[src/rtl/gpio_pad_pkg.sv]
// Shared constants and helpers for the GPIO pad control block.
// Assumes mode codes fit in 3 bits, so a mode-enable mask is 8 bits wide.
package gpio_pad_pkg;

    localparam int MODE_W   = 3;
    localparam int MODE_CNT = 1 << MODE_W;

    typedef logic [MODE_W-1:0]   mode_t;
    typedef logic [MODE_CNT-1:0] mode_mask_t;

    // Pull-up control honoured in modes 1,2,3,6,7
    localparam mode_mask_t PU_MODES_DEF = 8'b1100_1110;
    // Open-drain selection honoured in modes 1,2,3,7
    localparam mode_mask_t OD_MODES_DEF = 8'b1000_1110;

    // Returns 1 when mode m is enabled in mask.
    function automatic logic mode_in(input mode_mask_t mask, input mode_t m);
        return mask[m];
    endfunction

endpackage

[src/rtl/gpio_mode_dec.sv]
// Decodes the operating-mode code into two qualifiers: whether pull-up
// control and open-drain selection are honoured. Purely combinational.
// Assumes the masks are indexed by mode code.
module gpio_mode_dec
    import gpio_pad_pkg::*;
#(
    parameter mode_mask_t PU_MODES = PU_MODES_DEF,
    parameter mode_mask_t OD_MODES = OD_MODES_DEF
) (
    input  mode_t op_mode,
    output logic  pu_ok,
    output logic  od_ok
);

    // Look up both qualifiers for the current mode
    always_comb begin
        pu_ok = mode_in(PU_MODES, op_mode);
        od_ok = mode_in(OD_MODES, op_mode);
    end

endmodule

[src/rtl/gpio_ctl_reg.sv]
// One per-pin control register in the power-on reset domain. It is cleared
// by power-on reset or hardware standby and frozen by manual reset or
// software standby. The reset is synchronous and active low.
// Assumes wr_en is already qualified by the bus address.
module gpio_ctl_reg #(
    parameter int NPIN = 4
) (
    input  logic            clk,
    input  logic            por_n,
    input  logic            hw_stby,
    input  logic            hold,
    input  logic            wr_en,
    input  logic [NPIN-1:0] wdata,
    output logic [NPIN-1:0] q
);

    // Register update: clear, hold, or load the write data
    always_ff @(posedge clk) begin
        if (!por_n || hw_stby)
            q <= '0;
        else if (wr_en && !hold)
            q <= wdata;
    end


    hw_clear_chk: assert property (@(posedge clk) disable iff (!por_n)
        hw_stby |=> (q == '0));


    hold_keep_chk: assert property (@(posedge clk) disable iff (!por_n)
        (hold && !hw_stby) |=> $stable(q));


    write_load_chk: assert property (@(posedge clk) disable iff (!por_n)
        (wr_en && !hold && !hw_stby) |=> (q == $past(wdata)));

endmodule

[src/rtl/gpio_pad_drive.sv]
// Derives pad pull-up, output-enable and drive-low for each pin from the
// control bits, direction, data and mode qualifiers. Combinational; the
// clock and reset are used only by the checks. Hardware standby forces
// every pad off.
module gpio_pad_drive #(
    parameter int NPIN = 4
) (
    input  logic            clk,
    input  logic            por_n,
    input  logic            hw_stby,
    input  logic            pu_ok,
    input  logic            od_ok,
    input  logic [NPIN-1:0] pu_bits,
    input  logic [NPIN-1:0] od_bits,
    input  logic [NPIN-1:0] dir,
    input  logic [NPIN-1:0] dout,
    output logic [NPIN-1:0] pu_en,
    output logic [NPIN-1:0] oe,
    output logic [NPIN-1:0] drv_low
);

    for (genvar i = 0; i < NPIN; i++) begin : g_pin
        logic open_drain;

        // Per-pin pad control derivation
        always_comb begin
            open_drain = od_ok && od_bits[i];
            pu_en[i]   = !hw_stby && pu_ok && pu_bits[i] && !dir[i];
            oe[i]      = !hw_stby && dir[i] && !(open_drain && dout[i]);
            drv_low[i] = oe[i] && !dout[i];
        end


        oe_needs_dir_chk: assert property (@(posedge clk) disable iff (!por_n)
            oe[i] |-> dir[i]);


        pu_mode_chk: assert property (@(posedge clk) disable iff (!por_n)
            !pu_ok |-> !pu_en[i]);


        stby_off_chk: assert property (@(posedge clk) disable iff (!por_n)
            hw_stby |-> (!oe[i] && !pu_en[i]));


        low_needs_oe_chk: assert property (@(posedge clk) disable iff (!por_n)
            drv_low[i] |-> (oe[i] && !dout[i]));
    end

endmodule

[src/rtl/gpio_pad_ctrl.sv]
// Top of the GPIO pad control block: byte register bus, two control
// registers, mode decode and per-pin pad derivation.
// Assumes a one-bit address selects between the two registers and that
// the bus read data is sampled while bus_rd is high.
module gpio_pad_ctrl
    import gpio_pad_pkg::*;
#(
    parameter int         NPIN     = 4,
    parameter int         DATA_W   = 8,
    parameter mode_mask_t PU_MODES = PU_MODES_DEF,
    parameter mode_mask_t OD_MODES = OD_MODES_DEF
) (
    input  logic              clk,
    input  logic              por_n,
    input  logic              mrst_n,
    input  logic              hw_stby,
    input  logic              sw_stby,
    input  logic              bus_addr,
    input  logic              bus_wr,
    input  logic              bus_rd,
    input  logic [DATA_W-1:0] bus_wdata,
    output logic [DATA_W-1:0] bus_rdata,
    input  logic [NPIN-1:0]   pin_dir,
    input  logic [NPIN-1:0]   pin_dout,
    input  logic [2:0]        op_mode,
    output logic [NPIN-1:0]   pu_en,
    output logic [NPIN-1:0]   oe,
    output logic [NPIN-1:0]   drv_low
);

    localparam int RSVD_W = DATA_W - NPIN;
    localparam int NREG   = 2;

    logic                hold;
    logic [NREG-1:0]     wr_sel;
    logic [NPIN-1:0]     reg_q [NREG];
    logic                pu_ok;
    logic                od_ok;

    // Freeze condition shared by both registers
    always_comb hold = !mrst_n || sw_stby;

    // Register bank: offset 0 pull-up, offset 1 open-drain
    for (genvar r = 0; r < NREG; r++) begin : g_reg
        // Address-qualified write strobe
        always_comb wr_sel[r] = bus_wr && (bus_addr == r[0]);

        gpio_ctl_reg #(.NPIN(NPIN)) reg_i (
            .clk     (clk),
            .por_n   (por_n),
            .hw_stby (hw_stby),
            .hold    (hold),
            .wr_en   (wr_sel[r]),
            .wdata   (bus_wdata[NPIN-1:0]),
            .q       (reg_q[r])
        );
    end

    // Read mux; reserved bits return a constant 0
    always_comb begin
        bus_rdata = '0;
        if (bus_rd)
            bus_rdata = {{RSVD_W{1'b0}}, reg_q[bus_addr]};
    end

    gpio_mode_dec #(.PU_MODES(PU_MODES), .OD_MODES(OD_MODES)) dec_i (
        .op_mode (op_mode),
        .pu_ok   (pu_ok),
        .od_ok   (od_ok)
    );

    gpio_pad_drive #(.NPIN(NPIN)) drv_i (
        .clk     (clk),
        .por_n   (por_n),
        .hw_stby (hw_stby),
        .pu_ok   (pu_ok),
        .od_ok   (od_ok),
        .pu_bits (reg_q[0]),
        .od_bits (reg_q[1]),
        .dir     (pin_dir),
        .dout    (pin_dout),
        .pu_en   (pu_en),
        .oe      (oe),
        .drv_low (drv_low)
    );


    idle_read_chk: assert property (@(posedge clk) disable iff (!por_n)
        !bus_rd |-> (bus_rdata == '0));


    rsvd_read_chk: assert property (@(posedge clk) disable iff (!por_n)
        bus_rdata[DATA_W-1:NPIN] == '0);

endmodule

[config.mk]
export PLATFORM = sky130hd
export DESIGN_NAME = gpio_pad_ctrl
export DESIGN_NICKNAME = d
export VERILOG_FILES = /design/src/rtl/gpio_pad_pkg.sv /design/src/rtl/gpio_mode_dec.sv /design/src/rtl/gpio_ctl_reg.sv /design/src/rtl/gpio_pad_drive.sv /design/src/rtl/gpio_pad_ctrl.sv
export SDC_FILE = /design/constraint.sdc
export NUM_CORES = 1
export LEC_CHECK = 0
export CAP_MARGIN = 20
export CORE_MARGIN = 1.5
export CORE_UTILIZATION = 31
export CTS_CLUSTER_SIZE = 16
export DETAILED_ROUTE_END_ITERATION = 6
export PLACE_DENSITY = 0.84
export SLEW_MARGIN = 20
export SYNTH_ARGS = -nofsm -noshare
export SYNTH_HDL_FRONTEND = slang
export SYNTH_SLANG_ARGS = --single-unit
[constraint.sdc]
create_clock -name clk -period 1.2 [get_ports clk]
set_input_delay 0.24 -clock clk [delete_from_list [all_inputs] [get_ports clk]]
set_output_delay 0.24 -clock clk [all_outputs]
set_load 0.01 [all_outputs]
==> flow_summary.ini, run 1 <==
[power_and_ir_drop]
power.density_mw_per_mm2 = 663.0
switching_share = 0.2501
p_switching_mw = 0.1616
vdd_ir_drop_max_uv = 455.4
pwr-share-clk = 0.301
p_int_mw = 0.4846
total_leakage_power_nw = 0.4756
power_frac_seq = 0.419
combPwrFrac = 0.279

[critical_path]
r2r_start = g_reg[1].reg_i.q[2]$_SDFFE_PP0P_
worst_r2r_endpoint = g_reg[1].reg_i.q[2]$_SDFFE_PP0P_
crit_type = in -> out
arrival_ns = 1.01
reg2reg_depth = 2
critPathMaxFanout = 4
cp-start-kind = input pin
crit_path_end_kind = output port
worstSetupStartpoint = op_mode[2]
rrSetupSlack_ns = 0.52
required_ns = 0.96
crit_end = oe[0]

[synth]
ys_types = 16
syn_area_um2 = 558.0
synth_seq_cells = 8
synth_area_per_cell_um2 = 8.858
syn_inst = 63
ys_seq_area_frac = 0.2870
yosys_warnings = 0

[global_route]
grt_max_degree = 9
track_usage = 0.1732
antenna_found_initial = 0
grt_pass1_wl_mm = 2.594
grt_pass1_vias = 604
grt.overflow.total = 0

[cells_and_area]
top_regs = g.reg_i.q (8)
regMostFlops = g.reg_i.q
final_common_cell = buf_2
n_antenna_cell = 0
drive_above_1_share = 0.4667
fin_area_um2 = 974.7
largest_register_ffs = 8
layout_common_cells = buf_2 (17), nor2_1 (12), mux2i_1 (11), dlygate4sd2_1 (11), dfxtp_2 (8)
instances_no_fill = 130
area_growth_pct = 74.66
fillers = 167
nets = 134

[place]
dp_hpwl_mm = 1.364
place_inst = 127
placed_area_um2 = 962.2
io_buffers = 38
place.gp.congestion = 0.7816

[detailed_routing]
dr_total_vias = 597
wl_mm = 1.687
met1Wirelength_um = 644
dr.pass1.iters = 4
drcViolationCount = 0
ant_nets = 0
wl_met2_um = 942
post_drt_wl_per_cell_um = 12.98
initialDrtViolationCount = 5
wl_met3_um = 100
avgViaCountPerCell = 4.592
top_layer = met3

[cts]
post_cts_buffers = 0
cts_buffer_depth = 2
cts_buffers = 3
cts.sinks = 8
clk-insertion-delay-late_ns = 0.25
htree_levels = 1
cts_tree = yes
clkTransAtPathRegs_ns = 0.05
cts_root_buffer = clkbuf_4

[sta]
fin_skew_ns = 0
layout_setup_ws_ns = -0.04668
fmax_ghz = 0.8021
slew_viol_final = 0
period_share = 1.039
rsz0062_at_grt = true
setup_violations = 4
min_period_ns = 1.247
hold_violations = 0

[status]
violations = setup timing
status = complete, but fails checks

[worst_hold_path]
hold_path_depth = 2
hp-class = reg -> reg

[floorplanning]
ios = 47
die_height_um = 45.43
placementRows = 15
dieWidth_um = 45.43
coreArea_mm2 = 0.001708
start_util = 0.3267
die-area_mm2 = 0.002063

[flow_run]
cap_violations = 0
critical path, stage by stage:
cell and delay [ns]:
buf_8 0.08, inv_2 0.03, maj3_2 0.34, a31oi_1 0.16
buf_2 0.16
metal layers:
metal  up-vias  GRT usage
li1        293          -
met1       276     0.1942
met2        28     0.3296
met3         0    0.03571
met4         0    0.03529
met5         -          0
how the worst min path moves through the flow:
stage,from,endpoint,slack [ns]
floorplan,bus_wdata[0],g_reg[1].reg_i.q[0]$_SDFFE_PP0P_,0.38
detailed placement,g_reg[0].reg_i.q[3]$_SDFFE_PP0P_,g_reg[0].reg_i.q[3]$_SDFFE_PP0P_,0.51
global route,g_reg[0].reg_i.q[3]$_SDFFE_PP0P_,g_reg[0].reg_i.q[3]$_SDFFE_PP0P_,0.54
finish,g_reg[0].reg_i.q[3]$_SDFFE_PP0P_,g_reg[0].reg_i.q[3]$_SDFFE_PP0P_,0.50
global placement,g_reg[0].reg_i.q[0]$_SDFFE_PP0P_,g_reg[0].reg_i.q[0]$_SDFFE_PP0P_,0.51
CTS,g_reg[0].reg_i.q[1]$_SDFFE_PP0P_,g_reg[0].reg_i.q[1]$_SDFFE_PP0P_,0.52
kinds of logic (layout without fill, tap and decap cells):
kind of cell               after synthesis  in the layout  synth area share
AOI/OAI and AO/OA                        5              5           0.05829
adders and majority gates                1              1           0.01794
buffers and inverters                    8             47            0.1076
DFF                                      8              8            0.2870
muxes                                   12             12            0.2153
other                                    1              4          0.006720
and+or+nand+nor                         28             28            0.3072
per-stage QoR:
| step | setup TNS, ns | hold WS [ns] | power, mW | util | worst slack, ns |
|---|---|---|---|---|---|
| 5_1_grt | -0.2618 | 0.5350 | 0.6756 | 0.5707 | -0.09416 |
| 6_report | -0.08772 | 0.4987 | 0.6462 | 0.5707 | -0.04668 |
| 3_5_place_dp | -16.71 | 0.5147 | 0.4646 | 0.5634 | -1.008 |
| 4_1_cts | -0.1039 | 0.5188 | 0.6563 | 0.5626 | -0.07933 |
| 2_1_floorplan | 0 | 0.3839 | 0.3529 | - | 0.03222 |
| 3_3_place_gp | -16.17 | 0.5065 | 0.4593 | 0.5634 | -0.9406 |
timing repair:
action | 4_1_cts | 5_1_grt
hold buffers | 0 | 0
gates resized for setup | 120 | 4
pin swaps | 8 | 1
endpoints found under the setup margin | 24 | 9
power by group through the flow:
stage | Combinational [mW] | Clock, mW | Sequential (mW)
2_1_floorplan | 0.0781 | 0 | 0.275
3_3_place_gp | 0.184 | 0 | 0.275
3_5_place_dp | 0.189 | 0 | 0.276
4_1_cts | 0.180 | 0.206 | 0.270
5_1_grt | 0.194 | 0.210 | 0.271
6_report | 0.181 | 0.195 | 0.271
synth_stat cells:
| cell | n | area share |
|---|---|---|
| mux2i_1 | 12 | 0.22 |
| nor2_1 | 12 | 0.081 |
| dfxtp_1 | 8 | 0.29 |
| nand2b_1 | 5 | 0.056 |
| nor2b_1 | 5 | 0.056 |
| a31oi_1 | 4 | 0.045 |
| buf_4 | 4 | 0.054 |
| nor3b_1 | 4 | 0.054 |
| buf_6 | 2 | 0.040 |
| buf_1 | 1 | 0.0067 |
| conb_1 | 1 | 0.0067 |
| inv_1 | 1 | 0.0067 |
| maj3_1 | 1 | 0.018 |
| nand4b_1 | 1 | 0.016 |
| nor4bb_4 | 1 | 0.045 |
| o21bai_1 | 1 | 0.013 |
final cells by class:
cell class              count  area [um2]  area share
clock buffers               3       22.52     0.02311
flip-flops and latches      8       170.2      0.1746
inverters                   1       3.754    0.003851
well taps                  25       31.28     0.03209
multi-input cells          50       416.7      0.4275
repair buffers             43       330.3      0.3389
Note: power is estimated with default switching activity, not from simulation.
==> inputs of run 2 (changes only) <==
--- a/config.mk
+++ b/config.mk
@@ -7,11 +7,12 @@
 export LEC_CHECK = 0
 export CAP_MARGIN = 20
 export CORE_MARGIN = 1.5
-export CORE_UTILIZATION = 31
+export CORE_UTILIZATION = 32
 export CTS_CLUSTER_SIZE = 16
 export DETAILED_ROUTE_END_ITERATION = 6
 export PLACE_DENSITY = 0.84
 export SLEW_MARGIN = 20
 export SYNTH_ARGS = -nofsm -noshare
 export SYNTH_HDL_FRONTEND = slang
+export SYNTH_HIERARCHICAL = 1
 export SYNTH_SLANG_ARGS = --single-unit
==> run 2 against run 1 <==
The run still ends with setup timing left. Utilization down 2.9 points. Largest power group unchanged. First-iteration DRC count down 20%. Synthesized cell count grew 6.3%. Via count rose by 0.84%. Sequential power about the same. Design area shrank 4.0%. Wire length down 6.5%. Maximum frequency is 2.3% higher. Sequential share of layout area increased by 0.59 points. Die area increased by 2.4%.
==> flow_summary.ini, run 2 <==
[global_route]
grt.overflow.total = 0
grt_pass1_wl_mm = 2.408
antenna_found_initial = 0
track_usage = 0.1554
grt_max_degree = 7
grt_pass1_vias = 596

[sta]
fin_skew_ns = 0
layout_setup_ws_ns = -0.01914
setup_violations = 3
slew_viol_final = 0
period_share = 1.016
min_period_ns = 1.219
setup-tns-final_ns = -0.02800
rsz0062_at_grt = true
fmax_ghz = 0.8203
hold_violations = 0

[cells_and_area]
fillers = 172
regMostFlops = g.reg_i/q
top_regs = g.reg_i/q (8)
drive_above_1_share = 0.4340
final_common_cell = buf_2
largest_register_ffs = 8
layout_common_cells = buf_2 (18), mux2i_1 (12), nor2_1 (12)
area_growth_pct = 58.47
instances_no_fill = 131
finish.utilization = 0.5420
nets = 135
n_antenna_cell = 0

[synth]
synth_area_per_cell_um2 = 8.814
syn_area_um2 = 590.6
yosysTopAreaCell = dfxtp_1
synth-edff-count = 0
yosysTopAreaCellShare = 0.2712
yosys_warnings = 6
synth_seq_cells = 8
synth_common_cells = mux2i_1 (12), nor2_1 (12), dfxtp_1 (8)
syn_inst = 67
async_flop_share = 0
ys_seq_area_frac = 0.2712
synth_ff_type = dfxtp_1
ys_types = 17
synthTopCellsByArea = dfxtp_1 (27%), mux2i_1 (20%), nor3b_2 (8.5%), nor2_1 (7.6%), nand2b_1 (7.4%)

[power_and_ir_drop]
vdd_ir_drop_max_uv = 484.9
power.density_mw_per_mm2 = 673.5
total_leakage_power_nw = 0.4483
finalPower_mw = 0.6303

[critical_path]
required_ns = 0.96
r2r_start = g_reg[1].reg_i/q[2]$_SDFFE_PP0P_
cp_top_family = adder cells
reg2reg_depth = 2
worst-path-buf-inv = 2
critPathMaxFanout = 4
slowest_delay_ns = 0.34
cp-start-kind = input pin
arrival_ns = 0.98
crit_type = in -> out
rrSetupSlack_ns = 0.58
slowest_stage = maj3_2
worst_r2r_endpoint = g_reg[1].reg_i/q[2]$_SDFFE_PP0P_
crit_path_end_kind = output port
crit_chain = buf_6 > maj3_2 > a31oi_1 > buf_2

[floorplanning]
coreArea_mm2 = 0.001727
ios = 47
dieWidth_um = 45.96
die-area_mm2 = 0.002112
placementRows = 15
die_height_um = 45.96
start_util = 0.3420

[cts]
clk-insertion-delay-late_ns = 0.25
cts_buffer_depth = 2
htree_levels = 1
cts_root_buffer = clkbuf_4
cts_hold_buf = 0
cts.sinks = 8
clkTransAtPathRegs_ns = 0.05
cts_buffers = 3
cts_tree = yes

[worst_hold_path]
hold_path_depth = 5
hp-class = in -> reg
hold_path_end = g_reg[0].reg_i/q[1]$_SDFFE_PP0P_
min_from = sw_stby

[place]
place.gp.congestion = 0.7593
io_buffers = 38
dp_slack_ns = -0.8724
place_inst = 128

[status]
violations = setup timing
status = complete, but fails checks

[detailed_routing]
dr_total_vias = 602
initialDrtViolationCount = 4
avgViaCountPerCell = 4.595
drcViolationCount = 0
ant_nets = 0
post_drt_wl_per_cell_um = 12.04
wl_mm = 1.577
dr.pass1.iters = 4

[flow_run]
cap_violations = 0
[run 2: cell types whose count changed after synthesis, moves of 2 or more]
| cell | change |
|---|---|
| nor3b_1 | -4 |
| nand2b_1 | +2 |
| clkbuf_2 | +2 |
| nor3b_2 | +4 |
[run 2: stage by stage]
| stage | hold WS (ns) | area [um2] |
|---|---|---|
| 6_report | 0.4977 | 935.9 |
| 5_1_grt | 0.5369 | 935.9 |
| 4_1_cts | 0.5027 | 933.4 |
| 3_5_place_dp | 0.5176 | 977.2 |
| 3_3_place_gp | 0.5050 | 977.2 |
| 2_1_floorplan | 0.3872 | 601.8 |
[run 2: worst max path at each step]
stage | start | to | cells past startpoint
after floorplan | bus_addr | g_reg[0].reg_i/q[0]$_SDFFE_PP0P_ | 6
after global placement | op_mode[2] | oe[0] | 5
after detailed placement | op_mode[2] | oe[0] | 5
after CTS | op_mode[0] | oe[0] | 4
after global routing | op_mode[0] | oe[2] | 4
final | op_mode[0] | oe[1] | 4
[run 2: power breakdown]
part | leakage, nW | internal [mW] | switching, mW
sequential | 0.0681 | 0.269 | 0.00175
combinational | 0.366 | 0.0949 | 0.0722
clock | 0.0138 | 0.114 | 0.0791
[run 2: worst reg2reg max path: stages (launching register included)]
cell and delay, ns:
dfxtp_2 0.33, mux2i_1 0.12, nor2_1 0.06
[run 2: cell families (layout without fill, tap and decap cells)]
family	after synthesis	after routing	share of synthesized area
fa+ha+maj	1	1	0.01907
simple gates	32	32	0.3496
buf+inv	8	44	0.09322
compound gates	5	5	0.05720
flops	8	8	0.2712
other cells	1	4	0.006350
mux	12	12	0.2034
[run 2: what timing repair did]
item / 4_1_cts / 5_1_grt
pin swaps: 5 / 3
endpoints found under the setup margin: 24 / 13
buffers inserted: 0 / 0
resized for setup: 105 / 6
endpoints found under the hold margin: 0 / 0
[run 2: layer usage]
| layer | vias to the layer above | routed length [um] | track usage | part of all wire |
|---|---|---|---|---|
| li1 | 298 | - | - | - |
| met1 | 285 | 603 | 0.1548 | 0.38 |
| met2 | 19 | 880 | 0.3306 | 0.56 |
| met3 | 0 | 93 | 0.02381 | 0.059 |
| met4 | 0 | 0 | 0.01714 | 0 |
| met5 | - | 0 | 0 | 0 |
[run 2: cell type report]
class                           count  area (um2)  share of cell area
Multi-Input combinational cell     54       404.1              0.4318
Clock buffer                        3       22.52             0.02406
Timing Repair Buffer               40       305.3              0.3262
Sequential cell                     8       168.9              0.1805
Tap cell                           25       31.28             0.03342
Inverter                            1       3.754            0.004011
